[config.mk]
export PLATFORM = sky130hd
export DESIGN_NAME = dual_rate_bus_governor
export DESIGN_NICKNAME = d
export VERILOG_FILES = /design/src/rtl/drg_pkg.sv /design/src/rtl/drg_decode.sv /design/src/rtl/drg_ctrl_regs.sv /design/src/rtl/drg_seq.sv /design/src/rtl/dual_rate_bus_governor.sv
export SDC_FILE = /design/constraint.sdc
export NUM_CORES = 1
export LEC_CHECK = 0
export CAP_MARGIN = 30
export CORE_MARGIN = 2
export CORE_UTILIZATION = 41
export DETAILED_ROUTE_END_ITERATION = 10
export GPL_ROUTABILITY_DRIVEN = 0
export PLACE_DENSITY = 0.73
export SYNTH_ARGS = -nofsm -noshare
export SYNTH_HDL_FRONTEND = slang
export SYNTH_HIERARCHICAL = 1
export SYNTH_SLANG_ARGS = --single-unit
[constraint.sdc]
create_clock -name clk -period 1.75 [get_ports clk]
set_input_delay 0.2625 -clock clk [delete_from_list [all_inputs] [get_ports clk]]
set_output_delay 0.2625 -clock clk [all_outputs]
set_load 0.1 [all_outputs]
[src/rtl/drg_pkg.sv]
// Package: shared types and window table for the dual-rate bus governor.
// Assumes four mirrored windows, all in the low 64 KB of banks 0x00/0x01.
package drg_pkg;

    localparam int NUM_WIN = 4;

    typedef enum logic [1:0] {
        ST_IDLE   = 2'd0,
        ST_FAST   = 2'd1,
        ST_WAITPH = 2'd2,
        ST_SLOW   = 2'd3
    } seq_state_t;

    // Per-access decision handed from the decoder to the sequencer
    typedef struct packed {
        logic fast_mem;   // fast-region memory takes part
        logic slow_bus;   // a slow-bus cycle must run
        logic stretch;    // cycle waits for the 1 MHz phase
        logic reg_speed;  // speed register selected
        logic reg_shadow; // shadow register selected
    } acc_class_t;

    // Lowest offset of mirrored window w
    function automatic logic [15:0] win_lo(input int w);
        case (w)
            0:       return 16'h0400;
            1:       return 16'h2000;
            2:       return 16'h4000;
            default: return 16'h6000;
        endcase
    endfunction

    // Highest offset of mirrored window w
    function automatic logic [15:0] win_hi(input int w);
        case (w)
            0:       return 16'h07FF;
            1:       return 16'h3FFF;
            2:       return 16'h5FFF;
            default: return 16'h9FFF;
        endcase
    endfunction

endpackage

[src/rtl/drg_decode.sv]
// Module: drg_decode
// Classifies the presented address into region, shadow and register hits.
// Assumes a 64 KB offset in the low 16 address bits and the bank above them.
// The I/O page is excluded from shadowing so it always reaches the slow bus.
module drg_decode
    import drg_pkg::*;
#(
    parameter int                ADDR_W     = 24,
    parameter logic [ADDR_W-17:0] SLOW_BANK = 'hE0,
    parameter logic [15:0]       REG_SPEED  = 16'hC0F8,
    parameter logic [15:0]       REG_SHADOW = 16'hC0F9
) (
    input  logic [ADDR_W-1:0]  addr,
    input  logic               we,
    input  logic               fast_on,
    input  logic [NUM_WIN-1:0] shadow_en,
    output acc_class_t         cls
);
    localparam int BANK_W = ADDR_W - 16;

    logic [BANK_W-1:0]  bank;
    logic [15:0]        ofs;
    logic               low_bank;
    logic               slow_bank;
    logic               io_page;
    logic               slow_ram;
    logic               shadowed;
    logic [NUM_WIN-1:0] win_hit;

    assign bank = addr[ADDR_W-1:16];
    assign ofs  = addr[15:0];

    // Window comparators, one per mirrored page range
    for (genvar w = 0; w < NUM_WIN; w++) begin : g_win
        assign win_hit[w] = (ofs >= win_lo(w)) && (ofs <= win_hi(w));
    end

    // Region, shadow and register classification
    always_comb begin
        low_bank       = (bank[BANK_W-1:1] == '0);
        slow_bank      = (bank[BANK_W-1:1] == SLOW_BANK[BANK_W-1:1]);
        io_page        = (low_bank || slow_bank) && (ofs[15:12] == 4'hC);
        slow_ram       = slow_bank && !io_page;
        shadowed       = low_bank && !io_page && |(win_hit & shadow_en);
        cls.fast_mem   = !io_page && !slow_ram;
        cls.slow_bus   = io_page || slow_ram || (shadowed && we);
        cls.stretch    = io_page || slow_ram || (shadowed && we) || !fast_on;
        cls.reg_speed  = io_page && (ofs == REG_SPEED);
        cls.reg_shadow = io_page && (ofs == REG_SHADOW);
    end

endmodule

[src/rtl/drg_ctrl_regs.sv]
// Module: drg_ctrl_regs
// Holds the speed and shadow control registers and returns them on reads.
// Assumes commit is high for exactly the last cycle of each access.
module drg_ctrl_regs
    import drg_pkg::*;
#(
    parameter logic [7:0] SPEED_RST = 8'h80,
    parameter int         FAST_BIT  = 7
) (
    input  logic               clk,
    input  logic               rst_n,
    input  logic               commit,
    input  logic               sel_speed,
    input  logic               sel_shadow,
    input  logic               we,
    input  logic [7:0]         wdata,
    output logic               fast_on,
    output logic [NUM_WIN-1:0] shadow_en,
    output logic [7:0]         rdata
);
    logic [7:0]         speed_q;
    logic [NUM_WIN-1:0] shadow_q;

    // Register update at the edge that ends a write access
    always_ff @(posedge clk) begin
        if (!rst_n) begin
            speed_q  <= SPEED_RST;
            shadow_q <= '1;
        end else if (commit && we) begin
            if (sel_speed)  speed_q  <= wdata;
            if (sel_shadow) shadow_q <= wdata[NUM_WIN-1:0];
        end
    end

    // Read mux, driven only during the completing cycle of a read
    always_comb begin
        rdata = '0;
        if (commit && !we) begin
            if (sel_speed)       rdata = speed_q;
            else if (sel_shadow) rdata = {{(8-NUM_WIN){1'b0}}, shadow_q};
        end
    end

    assign fast_on   = speed_q[FAST_BIT];
    assign shadow_en = shadow_q;

    // Registers leave reset holding their documented values
    assert_reset_vals_R8: assert property (@(posedge clk) disable iff (!rst_n)
        $rose(rst_n) |-> (speed_q == SPEED_RST) && (&shadow_q));

    // Speed register changes only after a completing access
    assert_speed_commit_R9: assert property (@(posedge clk) disable iff (!rst_n)
        !$stable(speed_q) |-> $past(commit));

endmodule

[src/rtl/drg_seq.sv]
// Module: drg_seq
// Runs one bus cycle at a time: fast cycles complete after FAST_LEN clocks,
// stretched cycles wait for the next 1 MHz phase rise and last SLOW_LEN.
// Assumes slow_phase is already synchronous to clk.
module drg_seq
    import drg_pkg::*;
#(
    parameter int FAST_LEN = 2,
    parameter int SLOW_LEN = 4
) (
    input  logic        clk,
    input  logic        rst_n,
    input  logic        cpu_req,
    input  logic [16:0] req_ofs,
    input  logic        cpu_we,
    input  logic [7:0]  cpu_wdata,
    input  logic        slow_phase,
    input  acc_class_t  cls,
    output logic        cpu_stall,
    output logic        cpu_done,
    output logic        fast_sel,
    output logic        fast_we,
    output logic        slow_sel,
    output logic        slow_we,
    output logic [16:0] slow_addr,
    output logic        lat_speed,
    output logic        lat_shadow,
    output logic        lat_we,
    output logic [7:0]  lat_wdata
);
    localparam int LEN_MAX = (FAST_LEN > SLOW_LEN) ? FAST_LEN : SLOW_LEN;
    localparam int CNT_W   = $clog2(LEN_MAX + 1);

    seq_state_t       state_q;
    logic [CNT_W-1:0] cnt_q;
    logic             ph_q;
    logic             ph_rise;
    logic             lat_slow_bus;
    logic [16:0]      lat_ofs;

    assign ph_rise   = slow_phase && !ph_q;
    assign cpu_done  = ((state_q == ST_FAST) || (state_q == ST_SLOW)) && (cnt_q == '0);
    assign cpu_stall = (state_q != ST_IDLE) && !cpu_done;

    // Cycle sequencer, phase edge tracking and strobe generation
    always_ff @(posedge clk) begin
        if (!rst_n) begin
            state_q      <= ST_IDLE;
            cnt_q        <= '0;
            ph_q         <= 1'b1;
            fast_sel     <= 1'b0;
            fast_we      <= 1'b0;
            slow_sel     <= 1'b0;
            slow_we      <= 1'b0;
            slow_addr    <= '0;
            lat_slow_bus <= 1'b0;
            lat_ofs      <= '0;
            lat_speed    <= 1'b0;
            lat_shadow   <= 1'b0;
            lat_we       <= 1'b0;
            lat_wdata    <= '0;
        end else begin
            ph_q     <= slow_phase;
            fast_sel <= 1'b0;
            fast_we  <= 1'b0;
            slow_sel <= 1'b0;
            slow_we  <= 1'b0;
            case (state_q)
                ST_IDLE: begin
                    if (cpu_req) begin
                        lat_slow_bus <= cls.slow_bus;
                        lat_ofs      <= req_ofs;
                        lat_speed    <= cls.reg_speed;
                        lat_shadow   <= cls.reg_shadow;
                        lat_we       <= cpu_we;
                        lat_wdata    <= cpu_wdata;
                        if (cls.fast_mem) begin
                            fast_sel <= 1'b1;
                            fast_we  <= cpu_we;
                        end
                        if (cls.stretch) begin
                            state_q <= ST_WAITPH;
                        end else begin
                            state_q <= ST_FAST;
                            cnt_q   <= CNT_W'(FAST_LEN - 1);
                        end
                    end
                end
                ST_WAITPH: begin
                    if (ph_rise) begin
                        state_q <= ST_SLOW;
                        cnt_q   <= CNT_W'(SLOW_LEN - 1);
                        if (lat_slow_bus) begin
                            slow_sel  <= 1'b1;
                            slow_we   <= lat_we;
                            slow_addr <= lat_ofs;
                        end
                    end
                end
                default: begin
                    if (cnt_q == '0) state_q <= ST_IDLE;
                    else             cnt_q   <= cnt_q - 1'b1;
                end
            endcase
        end
    end

    // A slow strobe follows an edge that saw the phase go from low to high
    assert_slow_on_rise_R2: assert property (@(posedge clk) disable iff (!rst_n)
        slow_sel |-> $past(slow_phase) && !$past(slow_phase, 2));

    // Completion is a single-cycle pulse
    assert_done_pulse_R10: assert property (@(posedge clk) disable iff (!rst_n)
        cpu_done |=> !cpu_done);

    // Fast memory strobe lasts one cycle
    assert_fast_pulse_R1: assert property (@(posedge clk) disable iff (!rst_n)
        fast_sel |=> !fast_sel);

endmodule

[src/rtl/dual_rate_bus_governor.sv]
// Module: dual_rate_bus_governor (top)
// Decodes each processor cycle, picks fast or stretched timing, mirrors
// enabled display windows and hosts the speed and shadow registers.
// Assumes one outstanding cycle at a time and a clk-synchronous phase input.
module dual_rate_bus_governor
    import drg_pkg::*;
#(
    parameter int                ADDR_W     = 24,
    parameter logic [ADDR_W-17:0] SLOW_BANK = 'hE0,
    parameter int                FAST_LEN   = 2,
    parameter int                SLOW_LEN   = 4,
    parameter logic [15:0]       REG_SPEED  = 16'hC0F8,
    parameter logic [15:0]       REG_SHADOW = 16'hC0F9,
    parameter logic [7:0]        SPEED_RST  = 8'h80,
    parameter int                FAST_BIT   = 7
) (
    input  logic              clk,
    input  logic              rst_n,
    input  logic              cpu_req,
    input  logic [ADDR_W-1:0] cpu_addr,
    input  logic              cpu_we,
    input  logic [7:0]        cpu_wdata,
    input  logic              slow_phase,
    output logic              cpu_stall,
    output logic              cpu_done,
    output logic [7:0]        cpu_rdata,
    output logic              fast_sel,
    output logic              fast_we,
    output logic              slow_sel,
    output logic              slow_we,
    output logic [16:0]       slow_addr
);
    acc_class_t         cls;
    logic               fast_on;
    logic [NUM_WIN-1:0] shadow_en;
    logic               lat_speed;
    logic               lat_shadow;
    logic               lat_we;
    logic [7:0]         lat_wdata;

    drg_decode #(
        .ADDR_W    (ADDR_W),
        .SLOW_BANK (SLOW_BANK),
        .REG_SPEED (REG_SPEED),
        .REG_SHADOW(REG_SHADOW)
    ) u_decode (
        .addr     (cpu_addr),
        .we       (cpu_we),
        .fast_on  (fast_on),
        .shadow_en(shadow_en),
        .cls      (cls)
    );

    drg_seq #(
        .FAST_LEN(FAST_LEN),
        .SLOW_LEN(SLOW_LEN)
    ) u_seq (
        .clk       (clk),
        .rst_n     (rst_n),
        .cpu_req   (cpu_req),
        .req_ofs   (cpu_addr[16:0]),
        .cpu_we    (cpu_we),
        .cpu_wdata (cpu_wdata),
        .slow_phase(slow_phase),
        .cls       (cls),
        .cpu_stall (cpu_stall),
        .cpu_done  (cpu_done),
        .fast_sel  (fast_sel),
        .fast_we   (fast_we),
        .slow_sel  (slow_sel),
        .slow_we   (slow_we),
        .slow_addr (slow_addr),
        .lat_speed (lat_speed),
        .lat_shadow(lat_shadow),
        .lat_we    (lat_we),
        .lat_wdata (lat_wdata)
    );

    drg_ctrl_regs #(
        .SPEED_RST(SPEED_RST),
        .FAST_BIT (FAST_BIT)
    ) u_regs (
        .clk       (clk),
        .rst_n     (rst_n),
        .commit    (cpu_done),
        .sel_speed (lat_speed),
        .sel_shadow(lat_shadow),
        .we        (lat_we),
        .wdata     (lat_wdata),
        .fast_on   (fast_on),
        .shadow_en (shadow_en),
        .rdata     (cpu_rdata)
    );

endmodule

==> Word-level counts from Yosys, hierarchy flattened <==
Index checks and enable logic that the tools add are counted.
{ "totals": {"ff_bits": 68, "inputBits": 37, "out_inout_bits": 31, "elab_cells": 96} }
{ "op_classes": {"n_addsub": 1, "magnitude_cmp": 8, "n_eq_ne": 11, "mux": 15, "bitwise_logic": 1, "n_reduce_logical": 44} }
{ "op_table": {"columns": ["operator", "n"], "rows": [
  ["$eq 16x16->1 const B", 2],
  ["$ge 16x15->1 const B", 2],
  ["$logic_and 1x1->1", 17],
  ["$ge 16x11->1 const B", 1],
  ["$ge 16x14->1 const B", 1],
  ["$le 16x11->1 const B", 1],
  ["$le 16x14->1 const B", 1],
  ["$le 16x15->1 const B", 1],
  ["$le 16x16->1 const B", 1],
  ["$mux 8", 2],
  ["$mux 3", 4],
  ["$reduce_and 3->1", 4],
  ["$reduce_and 4->1", 3],
  ["$mux 2", 4],
  ["$eq 7x7->1 const B", 1],
  ["$logic_not 7->1", 1],
  ["$logic_not 1->1", 6],
  ["$pmux 3 s2", 1],
  ["$reduce_and 2->1", 3],
  ["$logic_or 1x1->1", 5],
  ["$and 4x4->4", 1],
  ["$eq 2x2->1 const B", 2],
  ["$eq 4x4->1 const B", 1],
  ["$mux 4", 1],
  ["12 further kinds", 14]
]} }

==> Depth between registers and ports, before layout <==
{ "depth": {"word_depth": 12, "ltp_mapped": 9, "depth_no_buf": 7} }

==> Hierarchy <==
Netlist, hierarchy kept.
{ "modules_own_cells": {"columns": ["module", "n_inst", "cells_each", "area_each_um2", "seq_area_each_um2"], "rows": [
  ["drg_seq", 1, 250, 2095.8, 1121.1],
  ["drg_ctrl_regs", 1, 75, 629.4, 240.2],
  ["drg_decode", 1, 27, 190.2, 0.0]
]} }

==> Least setup slack after synthesis <==
No wires, ideal clock.
{ "synth_path": {"path_type": "register -> output", "start": "register u_seq.cnt_q[0]", "end": "output cpu_rdata[0]", "arrival_time_ns": 3.161, "t_required_ns": 1.487, "path_slack_ns": -1.673, "path_stages_with_launch": 9, "n_path_buf": 1, "path_cell_list": "dfxtp_1 -> inv_1 -> ha_1 -> ha_1 -> nand2_1 -> inv_1 -> buf_6 -> nand2b_1 -> a21oi_1"} }
{ "synth_via": {"elab_chain_cells": 4} }
{ "synth_rtl": {"columns": ["element", "line_no", "source"], "rows": [
  ["from (decl)", "drg_seq.sv:35", "logic [CNT_W-1:0] cnt_q;"],
  ["from (signal assigned)", "drg_seq.sv:85", "cnt_q <= CNT_W'(FAST_LEN - 1);"],
  ["from (signal assigned)", "drg_seq.sv:92", "cnt_q <= CNT_W'(SLOW_LEN - 1);"],
  ["from (signal assigned)", "drg_seq.sv:102", "else cnt_q <= cnt_q - 1'b1;"],
  ["$logic_not 3->1", "drg_seq.sv:42", "assign cpu_done = ((state_q == ST_FAST) || (state_q == ST_SLOW)) && (cnt_q == '0);"],
  ["$logic_and 1x1->1", "drg_seq.sv:42", null],
  ["net cpu_done", "dual_rate_bus_governor.sv:25", "output logic cpu_done,"],
  ["$logic_and 1x1->1", "drg_ctrl_regs.sv:38", "if (commit && !we) begin"],
  ["$mux 8", "drg_ctrl_regs.sv:38", null],
  ["to (decl)", "dual_rate_bus_governor.sv:26", "output logic [7:0] cpu_rdata,"]
]} }
The timed path passes the listed nets, and every way through them passes these cells.

==> Worst setup path in the final report <==
{ "layout_path": {"start": "register u_seq.cnt_q[0]", "end": "output cpu_rdata[5]"} }
{ "layout_via": {"elab_chain_cells": 4} }
{ "layout_rtl": {"columns": ["element", "line_no"], "rows": [
  ["$logic_not 3->1", "drg_seq.sv:42"],
  ["$logic_and 1x1->1", "drg_seq.sv:42"],
  ["$logic_and 1x1->1", "drg_ctrl_regs.sv:38"],
  ["$mux 8", "drg_ctrl_regs.sv:38"]
]} }
Every way passes these cells.

==> metrics.cfg <==
[setup_path]
cp_common_cell = ha_4
critical-path-top-delay-family = simple AND/OR/NAND/NOR gates
critPathBufInv = 3
worst_ep_arrival_time_ns = 1.70
worstSetupEndpointType = output port
critical_path_class = reg2out
cp_max_fo = 4
slowest_stage = dfxtp_2
max_stage_delay_ns = 0.34
cp_data_required_time_ns = 1.49
startpoint_type = flop
crit_chain = inv_2, ha_4, ha_4, nand2_4, clkinvlp_4, nor2b_4, and3_4, buf_12

[timing]
slew_viol_final = 0
layout_setup_ws_ns = -0.212
rsz0062_at_grt = yes
tns_ns = -2.39
fin_crit_ns = 1.96
fin_crit_sh_pct = 112
fmax_mhz = 510
slew_headroom_pct = 67.1
tightest_slew_ns = 0.492
hold_viol = 0
setup_viol = 14
skew_ns = 0.0121

[cts]
cts_tree = done
htree_num_levels = 3
insertion_delay_ns = 0.35
hold_buffers = 0
clk_pin_slew_worst_paths_ns = 0.07
root_buffer = clkbuf_8
cts_sinks = 68
clk_path_buf_depth = 2
numCtsBuffers = 9

[floorplan]
dieArea_um2 = 7800
dieWidth_um = 88.3
die_height_um = 88.3
num_rows = 30
fp.coreArea_um2 = 6830
io_pins = 68
start_util_pct = 42.7

[synth]
muxShareOfSynthArea_pct = 3.82
synth_commonest_cells = nand2_1, dfxtp_1, a21oi_1
synth_warnings = 6
ys_types = 44
yosysMostFrequentCell = nand2_1
synth_edf_count = 0
synth-main-ff-cell = dfxtp_1
async_flop_share_pct = 0
synth_top_family_by_area = simple AND/OR/NAND/NOR gates
synth.ff_latch_count = 68
ys_seq_area_share_pct = 46.7
synth-simple-area-share_pct = 25.9
synth-compound-area-share_pct = 15.8
synth_fa_ha_area_share_pct = 0.858
synth_area_leaders = dfxtp_1, nand2_1, a21oi_1
yosysTopAreaCell = dfxtp_1
synth.avg_cell_area_um2 = 8.28
synth_top_area_share_pct = 46.7
synth_xor_area_share_pct = 0
syn_area_um2 = 2920
synthCells = 352
syn_nets = 391

[global_routing]
grt_usage_pct = 21.6
antenna_found_initial = 0
grt.overflow.total = 0
grt_pass1_vias = 2819
grt_start_max_net_pins = 30
grt_pass1_wl_mm = 12.9

[routing]
dr.pass1.iters = 6
vias_per_cell = 5.18
num_vias = 2818
wl_per_cell_um = 14.9
routed_wl_mm = 8.10
drc = 0
drtIter0Drc = 216
ant_nets = 0

[outcome]
status = finished with violations
violations = setup timing

[power]
power.density_nw_per_um2 = 799
p_leak_nw = 1.78
total_power_mw = 3.67
max-vdd-ir-drop_mv = 0.486

[hold_path]
hp-class = in2reg

[finish]
fin_nets = 482
area_growth_pct = 57.6
nFillCells = 549
drive_above_1_share_pct = 27.5
antenna_cells = 0

[placement]
portBuffers = 67
dpl.hpwl_mm = 5.53

[flow_run]
maxCapViolations = 0

-- power breakdown --
part / total [mW] / internal (mW) / switching, mW
logic: 0.579 / 0.277 / 0.302
registers: 1.64 / 1.60 / 0.0383
clock network: 1.45 / 0.841 / 0.609
-- state kept, by name (all words and copies together), names as in the netlist --
signal,count
u_seq/lat_wdata,8
u_seq/lat_speed,1
u_seq/lat_slow_bus,1
u_seq/slow_sel,1
u_seq/slow_addr,17
u_seq/cnt_q,3
u_regs/speed_q,8
u_seq/ph_q,1
u_seq/lat_we,1
u_seq/fast_sel,1
u_regs/shadow_en,4
u_seq/lat_ofs,17
u_seq/lat_shadow,1
u_seq/fast_we,1
u_seq/slow_we,1
u_seq/state_q,2
-- cell families (layout without fill, tap and decap cells) --
kind of cell | count (synthesis) | after routing
AND/OR/NAND/NOR | 151 | 151
AO/OA/AOI/OAI | 82 | 82
flip-flops | 68 | 68
buffers and inverters | 38 | 134
multiplexers | 11 | 11
adder cells (fa/ha/maj) | 2 | 2
-- final timing paths --
path / startpoint / endpoint / slack [ns] / cells after the start
worst max-delay path: u_seq/cnt_q[0] / cpu_rdata[5] / -0.21 / 8
worst min register to register: u_seq/lat_wdata[4] / u_seq/lat_wdata[4] / 0.46 / 2
worst max register to register: u_regs/shadow_en[3] / u_seq/cnt_q[2] / -0.13 / 7
worst min-delay path: cpu_addr[12] / u_seq/lat_ofs[12] / 0.28 / 3
-- metal layers --
layer / track usage (%) / routed length, um
met2: 36.0 / 4080
met5: 0 / 0
met3: 5.13 / 395
met1: 26.8 / 3460
met4: 9.23 / 163
-- stage by stage --
| step | cells | instance area (um2) | setup slack (ns) | hold slack [ns] | utilization (%) |
|---|---|---|---|---|---|
| 2_1_floorplan | 352 | 3040 | -0.412 | 0.336 | - |
| 3_3_place_gp | 522 | 4260 | -0.650 | 0.441 | 62.4 |
| 4_1_cts | 542 | 4550 | -0.261 | 0.446 | 66.6 |
| 5_1_grt | 544 | 4590 | -0.286 | 0.294 | 67.3 |
| 3_5_place_dp | 522 | 4260 | -0.731 | 0.447 | 62.4 |
| 6_report | 544 | 4590 | -0.212 | 0.284 | 67.3 |
-- tightest hold or removal path: stages --
cell and delay, ns:
dlymetal6s2s_1 0.17, nand2_1 0.08, a21oi_1 0.06
-- area by class of cell --
type	instances	area, um2	area share [%]
Multi-Input combinational cell	246	1520	33.1
Sequential cell	68	1370	29.8
Timing Repair Buffer	106	1320	28.6
Clock buffer	10	138	3.00
Tap cell	96	120	2.61
Clock inverter	6	86.3	1.88
Inverter	12	48.8	1.06
-- repair_timing --
action / 4_1_cts / 5_1_grt
resized for setup: 16 / 11
setup buffers: 4 / 2
setup endpoints to repair: 14 / 14
pin swaps: 9 / 10
-- cell usage in the layout, fill, tap and decap left out, types with 4 or more instances in the layout --
master,instances
nor2_1,5
o211ai_1,4
nand4_1,6
nand3b_1,5
and3_4,5
buf_4,36
a21oi_1,48
dlymetal6s2s_1,6
a21oi_4,4
nand2_1,83
dfxtp_1,63
nand3_1,20
dfxtp_2,5
dlygate4sd2_1,5
mux2i_1,10
o21ai_0,15
clkbuf_8,10
clkdlybuf4s50_1,23
inv_1,8
buf_12,34
No activity file was read; power rests on OpenSTA's default activity.
